**src/rtl/vpc_pkg.sv**
```systemverilog
package vpc_pkg;
  typedef enum logic [1:0] {
    REG_NONE = 2'd0,
    REG_RUN  = 2'd1,
    REG_STOP = 2'd2,
    REG_STAT = 2'd3
  } reg_sel_e;
endpackage

```
**src/rtl/vpc_decode.sv**
```systemverilog
module vpc_decode #(
  parameter int          ADDR_W     = 16,
  parameter logic [15:0] LOCAL_BASE = 16'h2000,
  parameter logic [15:0] OTHER_BASE = 16'h4000,
  parameter logic [15:0] OFS_RUN    = 16'h0028,
  parameter logic [15:0] OFS_STOP   = 16'h0020,
  parameter logic [15:0] OFS_STAT   = 16'h0030
) (
  input  logic [ADDR_W-1:0] addr,
  output vpc_pkg::reg_sel_e sel
);
  localparam int NWIN = 2;
  localparam logic [15:0] BASES [NWIN] = '{LOCAL_BASE, OTHER_BASE};

  logic [NWIN-1:0] hit_run, hit_stop, hit_stat;

  for (genvar w = 0; w < NWIN; w++) begin : g_win
    assign hit_run[w]  = (addr == ADDR_W'(BASES[w] + OFS_RUN));
    assign hit_stop[w] = (addr == ADDR_W'(BASES[w] + OFS_STOP));
    assign hit_stat[w] = (addr == ADDR_W'(BASES[w] + OFS_STAT));
  end

  always_comb begin
    sel = vpc_pkg::REG_NONE;
    if (|hit_run)       sel = vpc_pkg::REG_RUN;
    else if (|hit_stop) sel = vpc_pkg::REG_STOP;
    else if (|hit_stat) sel = vpc_pkg::REG_STAT;
  end
endmodule

```
**src/rtl/vpc_slice.sv**
```systemverilog
module vpc_slice (
  input  logic clk,
  input  logic rst,
  input  logic run_req,
  input  logic stop_req,
  output logic running,
  output logic rst_pulse,
  output logic halt_pulse
);
  always_ff @(posedge clk) begin
    if (rst) begin
      running    <= 1'b0;
      rst_pulse  <= 1'b0;
      halt_pulse <= 1'b0;
    end else begin
      rst_pulse  <= run_req && !running;
      halt_pulse <= stop_req && running;
      if (run_req && !running)      running <= 1'b1;
      else if (stop_req && running) running <= 1'b0;
    end
  end

  p_start_idle_r3: assert property (@(posedge clk) disable iff (rst)
    (run_req && !stop_req && !running) |=> (rst_pulse && running));
  p_halt_running_r4: assert property (@(posedge clk) disable iff (rst)
    (stop_req && !run_req && running) |=> (halt_pulse && !running));
  p_run_noop_r5: assert property (@(posedge clk) disable iff (rst)
    (run_req && running && !stop_req) |=> (!rst_pulse && running));
  p_stop_noop_r5: assert property (@(posedge clk) disable iff (rst)
    (stop_req && !running && !run_req) |=> (!halt_pulse && !running));
  p_pulse_single_r3: assert property (@(posedge clk) disable iff (rst)
    rst_pulse |=> !rst_pulse);
endmodule

```
**src/rtl/vpc_readmux.sv**
```systemverilog
module vpc_readmux #(
  parameter int NUM_VP = 1,
  parameter int DATA_W = 64
) (
  input  logic              clk,
  input  logic              rst,
  input  logic              stat_hit,
  input  logic [NUM_VP-1:0] running,
  output logic [DATA_W-1:0] rdata
);
  logic [DATA_W-1:0] ext;

  always_comb begin
    ext = '0;
    ext[NUM_VP-1:0] = running;
  end

  always_ff @(posedge clk) begin
    if (rst) rdata <= '0;
    else     rdata <= stat_hit ? ext : '0;
  end

  p_unmapped_zero_r9: assert property (@(posedge clk) disable iff (rst)
    !stat_hit |=> (rdata == '0));
  p_status_value_r7: assert property (@(posedge clk) disable iff (rst)
    stat_hit |=> (rdata[NUM_VP-1:0] == $past(running)));
endmodule

```
**src/rtl/vpc_top.sv**
```systemverilog
module vpc_top #(
  parameter int          NUM_VP        = 1,
  parameter logic [63:0] START_RUNNING = 64'h1,
  parameter int          ADDR_W        = 16,
  parameter int          DATA_W        = 64
) (
  input  logic              clk,
  input  logic              rst,
  input  logic [ADDR_W-1:0] bus_addr,
  input  logic              bus_wen,
  input  logic [DATA_W-1:0] bus_wdata,
  output logic [DATA_W-1:0] bus_rdata,
  output logic [NUM_VP-1:0] vp_reset,
  output logic [NUM_VP-1:0] vp_halt
);
  localparam logic [63:0] VALID_MASK = (NUM_VP >= 64) ? '1 : ((64'd1 << NUM_VP) - 64'd1);
  localparam logic [NUM_VP-1:0] BOOT_SET = START_RUNNING[NUM_VP-1:0];

  if (NUM_VP < 1 || NUM_VP > 64 || NUM_VP > DATA_W) begin : g_bad_count
    $error("vpc_top: NUM_VP out of range");
  end
  if ((START_RUNNING & ~VALID_MASK) != 64'd0) begin : g_bad_start
    $error("vpc_top: START_RUNNING names a VP beyond NUM_VP");
  end

  vpc_pkg::reg_sel_e sel;
  logic              boot_q;
  logic [NUM_VP-1:0] run_vec, stop_vec, running;
  logic              unused_wdata;

  assign unused_wdata = ^bus_wdata;

  vpc_decode #(.ADDR_W(ADDR_W)) u_dec (
    .addr (bus_addr),
    .sel  (sel)
  );

  always_ff @(posedge clk) begin
    if (rst) boot_q <= 1'b1;
    else     boot_q <= 1'b0;
  end

  always_comb begin
    run_vec  = boot_q ? BOOT_SET : '0;
    stop_vec = '0;
    if (bus_wen && sel == vpc_pkg::REG_RUN)  run_vec  = run_vec | bus_wdata[NUM_VP-1:0];
    if (bus_wen && sel == vpc_pkg::REG_STOP) stop_vec = bus_wdata[NUM_VP-1:0];
  end

  for (genvar i = 0; i < NUM_VP; i++) begin : g_vp
    vpc_slice u_slice (
      .clk        (clk),
      .rst        (rst),
      .run_req    (run_vec[i]),
      .stop_req   (stop_vec[i]),
      .running    (running[i]),
      .rst_pulse  (vp_reset[i]),
      .halt_pulse (vp_halt[i])
    );
  end

  vpc_readmux #(.NUM_VP(NUM_VP), .DATA_W(DATA_W)) u_rd (
    .clk      (clk),
    .rst      (rst),
    .stat_hit (sel == vpc_pkg::REG_STAT),
    .running  (running),
    .rdata    (bus_rdata)
  );

  p_boot_start_r2: assert property (@(posedge clk) disable iff (rst)
    boot_q |=> ((vp_reset & BOOT_SET) == BOOT_SET));
  p_reset_quiet_r1: assert property (@(posedge clk)
    $past(rst) |-> (vp_reset == '0 && vp_halt == '0 && bus_rdata == '0));
  p_no_cross_pulse_r5: assert property (@(posedge clk) disable iff (rst)
    (vp_reset & vp_halt) == '0);
endmodule

```
**config.mk**
```make
export PLATFORM = sky130hd
export DESIGN_NAME = vpc_top
export DESIGN_NICKNAME = d
export VERILOG_FILES = /design/src/rtl/vpc_pkg.sv /design/src/rtl/vpc_decode.sv /design/src/rtl/vpc_slice.sv /design/src/rtl/vpc_readmux.sv /design/src/rtl/vpc_top.sv
export SDC_FILE = /design/constraint.sdc
export NUM_CORES = 1
export LEC_CHECK = 0
export ABC_AREA = 1
export BUFFER_PORTS_ARGS = -buffer_cell sky130_fd_sc_hd__buf_4
export CORE_MARGIN = 2
export CORE_UTILIZATION = 25
export DETAILED_ROUTE_END_ITERATION = 10
export PLACE_DENSITY = 0.78
export SYNTH_ARGS = -nofsm -noshare
export SYNTH_HDL_FRONTEND = slang
export SYNTH_HIERARCHICAL = 1
export SYNTH_SLANG_ARGS = --single-unit
```
**constraint.sdc**
```tcl
create_clock -name clk -period 1.25 [get_ports clk]
set_clock_uncertainty 0.05 [all_clocks]
set_input_delay 0.0625 -clock clk [delete_from_list [all_inputs] [get_ports clk]]
set_output_delay 0.0625 -clock clk [all_outputs]
set_load 0.01 [all_outputs]
```
# Word level (Yosys, flattened, before mapping)
# Cells that the tools add are included.
# op_classes
n_reduce_logical,10
n_eq_ne,9
bitwise_logic,2
n_mux,9
# op_table
op,n
$eq 16x14->1 const B,3
$eq 16x15->1 const B,3
$reduce_or 2->1,4
$mux 1,6
$mux 2,3
$eq 2x2->1 const B,2
$logic_and 1x1->1,4
$eq 2x1->1 const B,1
$reduce_bool 2->1,1
$logic_not 1->1,1
$not 1->1,1
$or 1x1->1,1
# totals
output_inout_bits,66
reg_bits,68

# Longest topological paths before layout
# Gate-level depths: netlist of run 1.
# depth
depth_word,11
depth_mapped,12
ltp_nobuf,12

# Hierarchy
# Netlist of run 1, hierarchy kept.
# by_module_without_submodules
mod,cells_each,area_per_inst_um2,n_inst
vpc_readmux,67,506.7,1
vpc_decode,23,103.8,1
vpc_slice,11,91.3,1
vpc_top,12,63.8,1

# Least setup slack after synthesis of run 1
# No wires, ideal clock.
# synth_path
path_kind,in2reg
startpoint,in bus_addr[7]
endpoint,reg g_vp[0].u_slice.running
cell_stages,10
n_path_buf,0
required_time_ps,1084
setup_ps,116
t_arrival_ps,815
setup_slack_ps,269
path_cell_list,nor2_1 > nand2_1 > nor2_2 > nand2_1 > nor2_1 > nor2_2 > nand2_1 > nand2_1 > o21ai_0 > nor2_1
# synth_between
elab_chain_len,10
elab_cells_between_ends,22
# synth_lines
element,line_no,rtl
from (decl),vpc_top.sv:9,"input logic [ADDR_W-1:0] bus_addr,"
$eq 16x14->1 or $eq 16x15->1 (tied branches),vpc_decode.sv:20,assign hit_stat[w] = (addr == ADDR_W'(BASES[w] + OFS_STAT));
$reduce_or 2->1,vpc_decode.sv:27,else if (|hit_stat) sel = vpc_pkg::REG_STAT;
$mux 2,vpc_decode.sv:27,
$mux 2,vpc_decode.sv:26,else if (|hit_stop) sel = vpc_pkg::REG_STOP;
$mux 2 *,vpc_decode.sv:25,if (|hit_run) sel = vpc_pkg::REG_RUN;
net sel[1],vpc_top.sv:26,vpc_pkg::reg_sel_e sel;
$eq 2x1->1 *,vpc_top.sv:46,if (bus_wen && sel == vpc_pkg::REG_RUN) run_vec = run_vec | bus_wdata[NUM_VP-1:0];
$logic_and 1x1->1 *,vpc_top.sv:46,
$mux 1 *,vpc_top.sv:46,
net run_vec,vpc_top.sv:28,"logic [NUM_VP-1:0] run_vec, stop_vec, running;"
$logic_and 1x1->1 *,vpc_slice.sv:18,if (run_req && !running) running <= 1'b1;
$mux 1 or $reduce_bool 2->1 (tied branches),-,
to (signal assigned),vpc_slice.sv:12,running <= 1'b0;
to (signal assigned),vpc_slice.sv:18,
to (signal assigned),vpc_slice.sv:19,else if (stop_req && running) running <= 1'b0;
to (decl),vpc_slice.sv:6,"output logic running,"
# Mark *: on every way through the listed nets, which the timed path passes. The rest lies on a longest branch.
# A chain may end at the register's enable or synchronous reset.

# Worst setup path in the final report of run 1
# layout_path
startpoint,in bus_addr[9]
endpoint,reg g_vp[0].u_slice.running
# Same word-level chain as after synthesis.

==> results of run 1 <==
## what timing repair did
| item | 4_1_cts | 5_1_grt |
|---|---|---|
| hold buffers | 1 | 0 |
| endpoints found under the hold margin | 3 | 0 |
| endpoints found under the setup margin | 0 | 0 |
## registers in the layout, summed over array words and instances (netlist names)
signal                   count
boot_q                       1
g_vp.u_slice/halt_pulse      1
g_vp.u_slice/rst_pulse       1
g_vp.u_slice/running         1
u_rd/rdata                   1
## worst max path at each step
stage          cells after the start  slack, ps                       to
2_1_floorplan                     10        270  g_vp[0].u_slice/running
3_3_place_gp                      11       -0.9  g_vp[0].u_slice/running
3_5_place_dp                      11        -20  g_vp[0].u_slice/running
4_1_cts                           11        230  g_vp[0].u_slice/running
5_1_grt                           11         80  g_vp[0].u_slice/running
6_report                          11        230  g_vp[0].u_slice/running
## final cells by class
class / instances / area (um2) / share of cell area
Sequential cell: 5 / 100 / 0.130
Clock buffer: 4 / 26.3 / 0.0342
Tap cell: 33 / 41.3 / 0.0537
Inverter: 12 / 45.0 / 0.0586
Timing Repair Buffer: 23 / 175 / 0.228
Multi-Input combinational cell: 95 / 380 / 0.495
## cells in the final DEF (no fill, tap or decap)
cell,instances
sky130_fd_sc_hd__nor3_2,1
sky130_fd_sc_hd__conb_1,63
sky130_fd_sc_hd__nand3_1,1
sky130_fd_sc_hd__nor2_2,4
sky130_fd_sc_hd__inv_1,12
sky130_fd_sc_hd__clkbuf_1,1
sky130_fd_sc_hd__buf_4,22
sky130_fd_sc_hd__dlygate4sd3_1,1
sky130_fd_sc_hd__nand2_1,15
sky130_fd_sc_hd__dfxtp_1,5
sky130_fd_sc_hd__xor2_1,1
sky130_fd_sc_hd__o21ai_0,1
sky130_fd_sc_hd__clkbuf_4,3
sky130_fd_sc_hd__nor2_1,9
## per-stage QoR
stage,TNS (ps),setup WS (ps),area [um2],cells,power [mW]
final,0,234,768,172,0.518
after global routing,0,83.7,768,172,0.562
after CTS,0,234,768,172,0.524
after detailed placement,-17.0,-17.0,732,167,0.330
after global placement,-0.933,-0.933,732,167,0.328
after floorplan,0,269,998,175,0.421
## synth_stat cells, drive strengths merged
library cell | count | area share
buf | 63 | 0.62
o21ai | 1 | 0.0065
nor2 | 13 | 0.077
nand2 | 15 | 0.074
xor2 | 1 | 0.011
dfxtp | 5 | 0.13
nor3 | 1 | 0.013
inv | 12 | 0.059
nand3 | 1 | 0.0065
conb | 1 | 0.0049
## power breakdown
part           internal (mW)  leakage, nW  switching (mW)
combinational         0.0514        0.440           0.113
sequential             0.166       0.0412         0.00274
clock                  0.121       0.0150          0.0643
## worst min-delay path, cell delays in order
cell and delay (ps):
sky130_fd_sc_hd__buf_4 110, sky130_fd_sc_hd__nand2_1 70, sky130_fd_sc_hd__nor2_1 50, sky130_fd_sc_hd__nand2_1 80, sky130_fd_sc_hd__nor2_1 50
## cell families after synthesis
family,after synthesis
other,1
buffers and inverters,75
AOI/OAI and AO/OA,1
and+or+nand+nor,30
xor gates and xnor gates,1
DFF,5
## routing by layer
metal | part of all wire | up-vias
li1 | - | 256
met1 | 0.28 | 215
met2 | 0.56 | 43
met3 | 0.16 | 0
met4 | 0 | 0
met5 | 0 | -
==> results.ini, run 1 <==
[clock_tree]
htreeDepth=1
cts_max_path_buffers=2
post_cts.repair.setup_buffers=0
insertion_delay_ps=240
cts.sink_count=5
cts-buffers-inserted=3
cts_tree=done
ctsResizeCount=0
cts.reportedPaths.clkPinSlew_ps=40
clockRootBuffer=sky130_fd_sc_hd__clkbuf_4

[finish]
finish.net_count=223
final_core_utilization=0.258
area.growth.synth_to_final_pct=0.327
n_fill_cell=340
drive_gt1_frac=0.216
antennaDiodeCount=0

[route]
route.antenna.remaining_nets=0
post_drt_via_cell_ratio=2.99
drt-initial-drc-count=18
route.detailed.drc=0
drt-total-wl_um=983
route.detailed.wl_per_inst_um=5.72
detailroute.via_count=514
drt-pass1-iter-count=4

[critical_path]
cpPeakStageDelay_ps=190
endpoint_kind=flop
timing.rr.start=boot_q
cp_slowest_cell=sky130_fd_sc_hd__nor2_1
rr_worst_depth=4
critical_path_class=input pin to flop
r2r_slack_ps=470
most_numerous_cell_on_the_critical_path=sky130_fd_sc_hd__nand2_1
worst-path-max-fanout=3
path_buf_inv=1
timing.critical_path.arrival_ps=1090
startpoint_type=input pin
critPathLaunch=bus_addr[9]
cell_chain_critical_path=buf_4 > nor2_2 > nand2_1 > nor2_1 > nand2_1 > nor2_1 > nor2_2 > nand2_1 > nand2_1 > o21ai_0 > nor2_1
cp_data_required_time_ps=1330
cp_top_family=simple AND/OR/NAND/NOR gates
reg2reg_to=g_vp[0].u_slice/running

[status]
run_status=finished clean

[timing]
timing_max_transition_violations_final=0
hold_slack_ps=178
period_needed_ps=1020
finalHoldViolCount=0
finalSetupViolations=0
maxClockFrequency_ghz=0.985
grt_setup_unrepaired=no
min_period_over_period=0.812

[grt]
grt_pass1_wl_um=1240
met3_track_utilization_from_global_routing=0.0131
number_of_global_route_vias_before_repair=357
globalRouteMet2Util=0.100
gr-usage-met1=0.0343
groute.usage.overall=0.0472
globalRoute.busiestLayer=met2
maximum_number_of_pins_on_one_net_before_global_route_repair=5
grt_remaining_overflow=0
number_of_antenna_violations_at_the_first_check_in_global_routing=0

[placement]
place_hpwl_um=899
numPortBuffers=22
routabilityCongestion=0.713

[hold_path]
min_path_type=input pin to flop
timing.hold.worst_endpoint=g_vp[0].u_slice/halt_pulse
timing.hold.worst_path_depth=5
holdCritStartpoint=bus_wdata[0]

[power_and_ir_drop]
pwr_density_cell_mw_per_mm2=674
worst_ir_drop_vdd_mv=0.182
leakagePower_nw=0.496

[die]
fp.dieArea_mm2=0.00352
start_util=0.257
std_cell_rows=20
core_area_mm2=0.00298
die_height_um=59.3
die_width_um=59.3
pin_count=149

[job]
max_cap_violations=0

[yosys]
post_synth.cell_area_avg_um2=6.78
compound_cell_area_share_of_the_yosys_netlist=0.00654
synthDistinctLibCells=11
synthXorXnorAreaFrac=0.0114
synth.mux.area_fraction=0
ys_seq_area_frac=0.131
synth_fa_ha_area_frac=0
synthSimpleGateAreaFrac=0.170
synth_seq_cells=5
number_of_warnings_printed_during_yosys_synthesis=6
combinational_family_with_the_most_area_after_synthesis=buffers and inverters
post_synth_inst_count=113
synthesis.area_um2=766

Note: power is estimated with default switching activity, not from simulation.
==> run 2, diff against run 1 <==
CORE_UTILIZATION = 23   (was 25)
PLACE_DENSITY = 0.75   (was 0.78)
clock period = 0.9 ns   (was 1.25 ns; I/O delays follow)
==> run 2 against run 1 <==
- wire length increased by 12%
- critical path type unchanged
- first-iteration DRC count increased by 5.6%
- worst setup slack got worse by 210 ps
- design area increased by 6.4%
- register-to-register slack got worse by 330 ps
- sequential share of layout area decreased by 0.78 points
- clock-buffer cell count unchanged
- non-clock buffer count unchanged
- critical path depth unchanged
- die area increased by 8.1%
- utilization increased by 0.53 points
==> results.ini, run 2 (same netlist as run 1, synthesis figures left out) <==
[clock_tree]
htreeDepth=1  ; unchanged
cts-buffers-inserted=3  ; unchanged
insertion_delay_ps=260  ; +20 ps
cts_tree=done
clockRootBuffer=sky130_fd_sc_hd__clkbuf_4
cts_max_path_buffers=2  ; unchanged
post_cts.repair.setup_buffers=0  ; unchanged
cts.sink_count=5  ; unchanged
cts.reportedPaths.clkPinSlew_ps=50  ; about the same

[finish]
drive_gt1_frac=0.266  ; +0.0504
layout.cells.most_common=sky130_fd_sc_hd__conb_1
highest_count_cells_in_the_layout_ignoring_fill_and_taps=63 x sky130_fd_sc_hd__conb_1, 18 x sky130_fd_sc_hd__buf_4, 14 x sky130_fd_sc_hd__nand2_1
area.growth.synth_to_final_pct=6.70
final_cell_count_no_fill=183  ; +6.4%
antennaDiodeCount=0  ; unchanged
finish.net_count=223  ; unchanged
final_cell_area_um2=817  ; +6.4%
n_fill_cell=346  ; +1.8%

[power_and_ir_drop]
comb_power_share=0.319  ; about the same
power.internal_mw=0.478  ; +42%
pwr-share-seq=0.309  ; -0.016
pwr_density_cell_mw_per_mm2=927  ; +38%
worst_ir_drop_vdd_mv=0.256  ; +41%
net_switching_fraction_of_the_power=0.369  ; +0.0205
leakagePower_nw=0.500  ; +0.75%
power.clock.fraction=0.372  ; +0.015
p_sw_mw=0.279  ; +55%

[critical_path]
timing.critical_path.arrival_ps=980  ; -110 ps
reg2reg_to=g_vp[0].u_slice/running
endpoint_kind=flop
cp_data_required_time_ps=1000  ; -330 ps
startpoint_type=input pin
path_buf_inv=1  ; unchanged
rr_worst_depth=4  ; unchanged
cpPeakStageDelay_ps=140  ; -50 ps
critical_path_class=input pin to flop
cell_chain_critical_path=buf_4 > nor2_2 > nand2_1 > nor2_2 > nand2_2 > nor2_4 > nor2_2 > nand2_1 > nand2_1 > o21ai_1 > nor2_1
worst-path-max-fanout=3  ; unchanged
timing.rr.start=boot_q
cp_slowest_cell=sky130_fd_sc_hd__o21ai_1
r2r_slack_ps=140  ; -330 ps
cp_top_family=simple AND/OR/NAND/NOR gates

[grt]
grt_pass1_wl_um=1360  ; +10%
number_of_antenna_violations_at_the_first_check_in_global_routing=0  ; unchanged
number_of_global_route_vias_before_repair=380  ; +6.4%
maximum_number_of_pins_on_one_net_before_global_route_repair=5  ; unchanged
groute.usage.overall=0.0499  ; +0.00266
grt_remaining_overflow=0  ; unchanged
met3_track_utilization_from_global_routing=0.0145  ; +0.00139
gr-usage-met1=0.0375  ; +0.00324
globalRouteMet2Util=0.0977  ; -0.00273
globalRoute.busiestLayer=met2

[route]
detailroute.via_count=524  ; +1.9%
drt-initial-drc-count=19  ; +1
drt-pass1-iter-count=2  ; -2
drt-total-wl_um=1100  ; +12%
route.detailed.wl_per_inst_um=6.00  ; +5.0%
post_drt_via_cell_ratio=2.86  ; -4.2%
route.detailed.drc=0  ; unchanged
route.antenna.remaining_nets=0  ; unchanged

[placement]
post-place-ws_ps=-297  ; -280 ps
dp_cells=178  ; +6.6%
postPlaceCellArea_um2=748  ; +2.2%
routabilityCongestion=0.705  ; -1.2%
place_hpwl_um=932  ; +3.6%
numPortBuffers=22  ; unchanged

[die]
core_area_mm2=0.00310  ; +4.2%
std_cell_rows=20  ; unchanged
die_width_um=61.7  ; +4.0%
die_height_um=61.7  ; +4.0%
pin_count=149  ; unchanged
start_util=0.247  ; -0.0104
fp.dieArea_mm2=0.00381  ; +8.1%

[timing]
finalSetupViolations=0  ; unchanged
grt_setup_unrepaired=yes
timing_max_transition_violations_final=0  ; unchanged
setup_ws_ps=22.4  ; -212 ps
finalHoldViolCount=0  ; unchanged
period_needed_ps=878
maxClockFrequency_ghz=1.14
min_period_over_period=0.975

[job]
max_cap_violations=0  ; unchanged

[hold_path]
min_path_type=input pin to flop
holdCritStartpoint=bus_wdata[0]
timing.hold.worst_path_depth=5  ; unchanged
timing.hold.worst_endpoint=g_vp[0].u_slice/halt_pulse

[status]
run_status=finished clean

[run 2: cell counts in the layout (fill, tap and decap cells not counted)]
No cell type changed its count.
[run 2: power by group through the flow]
stage,Clock (mW),Combinational [mW],Sequential (mW)
5_1_grt,0.293,0.272,0.234
6_report,0.282,0.242,0.234
3_3_place_gp,0,0.219,0.239
4_1_cts,0.278,0.224,0.234
3_5_place_dp,0,0.221,0.238
2_1_floorplan,0,0.347,0.239
[run 2: area by class of cell]
type | instances | area (um2) | area share
multi-input combinational | 95 | 400 | 0.490
sequential | 5 | 100 | 0.123
tap | 44 | 55.1 | 0.0674
timing repair buffer | 23 | 190 | 0.233
inverter | 12 | 45.0 | 0.0551
clock buffer | 4 | 26.3 | 0.0322
[run 2: what timing repair did]
action / in CTS / in global routing
hold endpoints to repair: 3 / 0
hold buffers: 1 / 0
pin swaps: 1 / 12
gates cloned: 0 / 0
setup endpoints to repair: 2 / 3
gates resized for setup: 0 / 11
[run 2: worst max-delay path by stage]
stage | from | to | cells after the start
2_1_floorplan | bus_addr[7] | g_vp[0].u_slice/running | 10
3_3_place_gp | bus_addr[9] | g_vp[0].u_slice/running | 11
3_5_place_dp | bus_addr[9] | g_vp[0].u_slice/running | 11
4_1_cts | bus_addr[9] | g_vp[0].u_slice/running | 12
5_1_grt | bus_addr[14] | g_vp[0].u_slice/running | 12
6_report | bus_addr[12] | g_vp[0].u_slice/running | 11
[run 2: worst register-to-register path: stages, from the launching register on]
cell and delay, ps:
sky130_fd_sc_hd__dfxtp_1 290, sky130_fd_sc_hd__inv_1 50, sky130_fd_sc_hd__nand2_1 70, sky130_fd_sc_hd__o21ai_1 140
sky130_fd_sc_hd__nor2_1 60
[run 2: layer usage]
metal	part of all wire	wire length, um
met1	0.26	290
met2	0.57	630
met3	0.14	156
met4	0.018	20
met5	0	0
[run 2: through the flow]
| step | TNS [ps] | hold WS [ps] | util | power [mW] |
|---|---|---|---|---|
| finish | 0 | 118 | 0.263 | 0.758 |
| global placement | -784 | 136 | 0.241 | 0.458 |
| detailed placement | -888 | 138 | 0.241 | 0.459 |
| floorplan | -20.2 | 22.7 | - | 0.585 |
| CTS | -37.9 | 132 | 0.253 | 0.737 |
| global route | -218 | 186 | 0.263 | 0.799 |
==> run 3, diff against run 2 <==
RECOVER_POWER = 25   (was default)
==> run 3 against run 2 <==
- design area is 0.46% lower
- maximum frequency is 1.6% lower
- global-route usage stayed put
- cell count stayed put
- sequential share of layout area is 0.057 points higher
- critical endpoint unchanged
- worst setup slack worse by 14 ps
- first-iteration DRC count stayed put
- sequential power hardly changed
- register-to-register slack hardly changed
- clock-buffer cell count stayed put
==> results.ini, run 3 (same netlist as run 1, synthesis figures left out) <==
[status]
run_status=finished clean

[finish]
finish.net_count=223  ; unchanged
drive_gt1_frac=0.259  ; -0.00719
final_core_utilization=0.262  ; -0.00121
layout.cells.most_common=sky130_fd_sc_hd__conb_1
antennaDiodeCount=0  ; unchanged
highest_count_cells_in_the_layout_ignoring_fill_and_taps=63 x sky130_fd_sc_hd__conb_1, 17 x sky130_fd_sc_hd__buf_4, 14 x sky130_fd_sc_hd__nand2_1
area.growth.synth_to_final_pct=6.21
final_cell_count_no_fill=183  ; unchanged

[timing]
hold_slack_ps=119  ; +0.724 ps
finalSetupViolations=0  ; unchanged
min_period_over_period=0.991  ; +0.0155
finalHoldViolCount=0  ; unchanged
timing_max_transition_violations_final=0  ; unchanged
period_needed_ps=891  ; +13.9 ps
grt_setup_unrepaired=yes
maxClockFrequency_ghz=1.12  ; -1.6%

[clock_tree]
cts-buffers-inserted=3  ; unchanged
cts_max_path_buffers=2  ; unchanged
cts.sink_count=5  ; unchanged
clockRootBuffer=sky130_fd_sc_hd__clkbuf_4
insertion_delay_ps=260  ; about the same
cts.reportedPaths.clkPinSlew_ps=50  ; about the same
cts_tree=done
htreeDepth=1  ; unchanged

[critical_path]
cp_slowest_cell=sky130_fd_sc_hd__dlygate4sd3_1
cp_data_required_time_ps=1000  ; about the same
worst-path-max-fanout=4  ; +1
critical_path_class=input pin to flop
cpPeakStageDelay_ps=520  ; +380 ps
startpoint_type=input pin
rr_worst_depth=4  ; unchanged
timing.critical_path.arrival_ps=990  ; about the same
cell_chain_critical_path=dlygate4sd3_1 > clkbuf_1 > inv_1 > o21ai_1 > nor2_1
endpoint_kind=flop

[route]
route.detailed.drc=0  ; unchanged
drt-total-wl_um=1100  ; -0.27%
post_drt_via_cell_ratio=2.87  ; +0.19%
drt-pass1-iter-count=2  ; unchanged
route.detailed.wl_per_inst_um=5.98  ; -0.27%
detailroute.via_count=525  ; +0.19%
route.antenna.remaining_nets=0  ; unchanged
drt-initial-drc-count=19  ; unchanged

[placement]
dp_cells=178  ; unchanged
numPortBuffers=22  ; unchanged
routabilityCongestion=0.705  ; unchanged
place_hpwl_um=932  ; unchanged

[grt]
number_of_global_route_vias_before_repair=380  ; unchanged
grt_pass1_wl_um=1360  ; unchanged
grt_remaining_overflow=0  ; unchanged
maximum_number_of_pins_on_one_net_before_global_route_repair=5  ; unchanged
number_of_antenna_violations_at_the_first_check_in_global_routing=0  ; unchanged
groute.usage.overall=0.0499  ; unchanged

[job]
max_cap_violations=0  ; unchanged

[hold_path]
timing.hold.worst_path_depth=5  ; unchanged
min_path_type=input pin to flop

[die]
std_cell_rows=20  ; unchanged
fp.dieArea_mm2=0.00381  ; unchanged
die_width_um=61.7  ; unchanged
pin_count=149  ; unchanged
die_height_um=61.7  ; unchanged
start_util=0.247  ; unchanged
core_area_mm2=0.00310  ; unchanged

[power_and_ir_drop]
pwr_density_cell_mw_per_mm2=928  ; +0.11%
leakagePower_nw=0.496  ; -0.72%
worst_ir_drop_vdd_mv=0.255  ; -0.31%

==> run 3: through the flow <==
stage               setup WS [ps]  TNS, ps  total power [mW]  cell area (um2)
global placement             -260     -784             0.458              748
global route                -94.9     -218             0.797              813
CTS                         -23.7    -37.9             0.737              785
detailed placement           -297     -888             0.459              748
finish                       8.51        0             0.755              813
floorplan                   -20.2    -20.2             0.585             1000
==> run 3: worst max-delay path, delay by kind of cell <==
family / cells / cell delay (ps)
buffers and inverters: 3 / 790
AND/OR/NAND/NOR: 1 / 60
AO/OA/AOI/OAI: 1 / 90
==> run 3: metal layers <==
layer  share of wire  track usage
met5               0            0
met3            0.14       0.0145
met2            0.58       0.0977
met4           0.018       0.0456
met1            0.26       0.0375
==> run 3: final cells by class <==
class / instances / area [um2]
Clock buffer: 4 / 26.3
Fill cell: 348 / 2290
Inverter: 12 / 45.0
Multi-Input combinational cell: 95 / 400
Sequential cell: 5 / 100
Tap cell: 44 / 55.1
Timing Repair Buffer: 23 / 186
==> run 3: worst paths after layout <==
kind	startpoint	endpoint	slack (ps)
worst min register to register	g_vp[0].u_slice/running	g_vp[0].u_slice/rst_pulse	430
worst max-delay path	rst	g_vp[0].u_slice/running	9
worst min-delay path	bus_wdata[0]	g_vp[0].u_slice/halt_pulse	120
worst max register to register	boot_q	g_vp[0].u_slice/running	140
==> run 3: what timing repair did <==
item | CTS | global route
cloned | 0 | 0
endpoints found under the setup margin | 2 | 3
pin swaps | 1 | 12
endpoints found under the hold margin | 3 | 0
hold buffers | 1 | 0
gates resized for setup | 0 | 11
buffers inserted | 0 | 0
==> run 3: power by group <==
part / switching, mW / internal [mW] / leakage, nW
Sequential: 0.00428 / 0.230 / 0.0412
Combinational: 0.162 / 0.0775 / 0.440
Clock: 0.112 / 0.169 / 0.0150
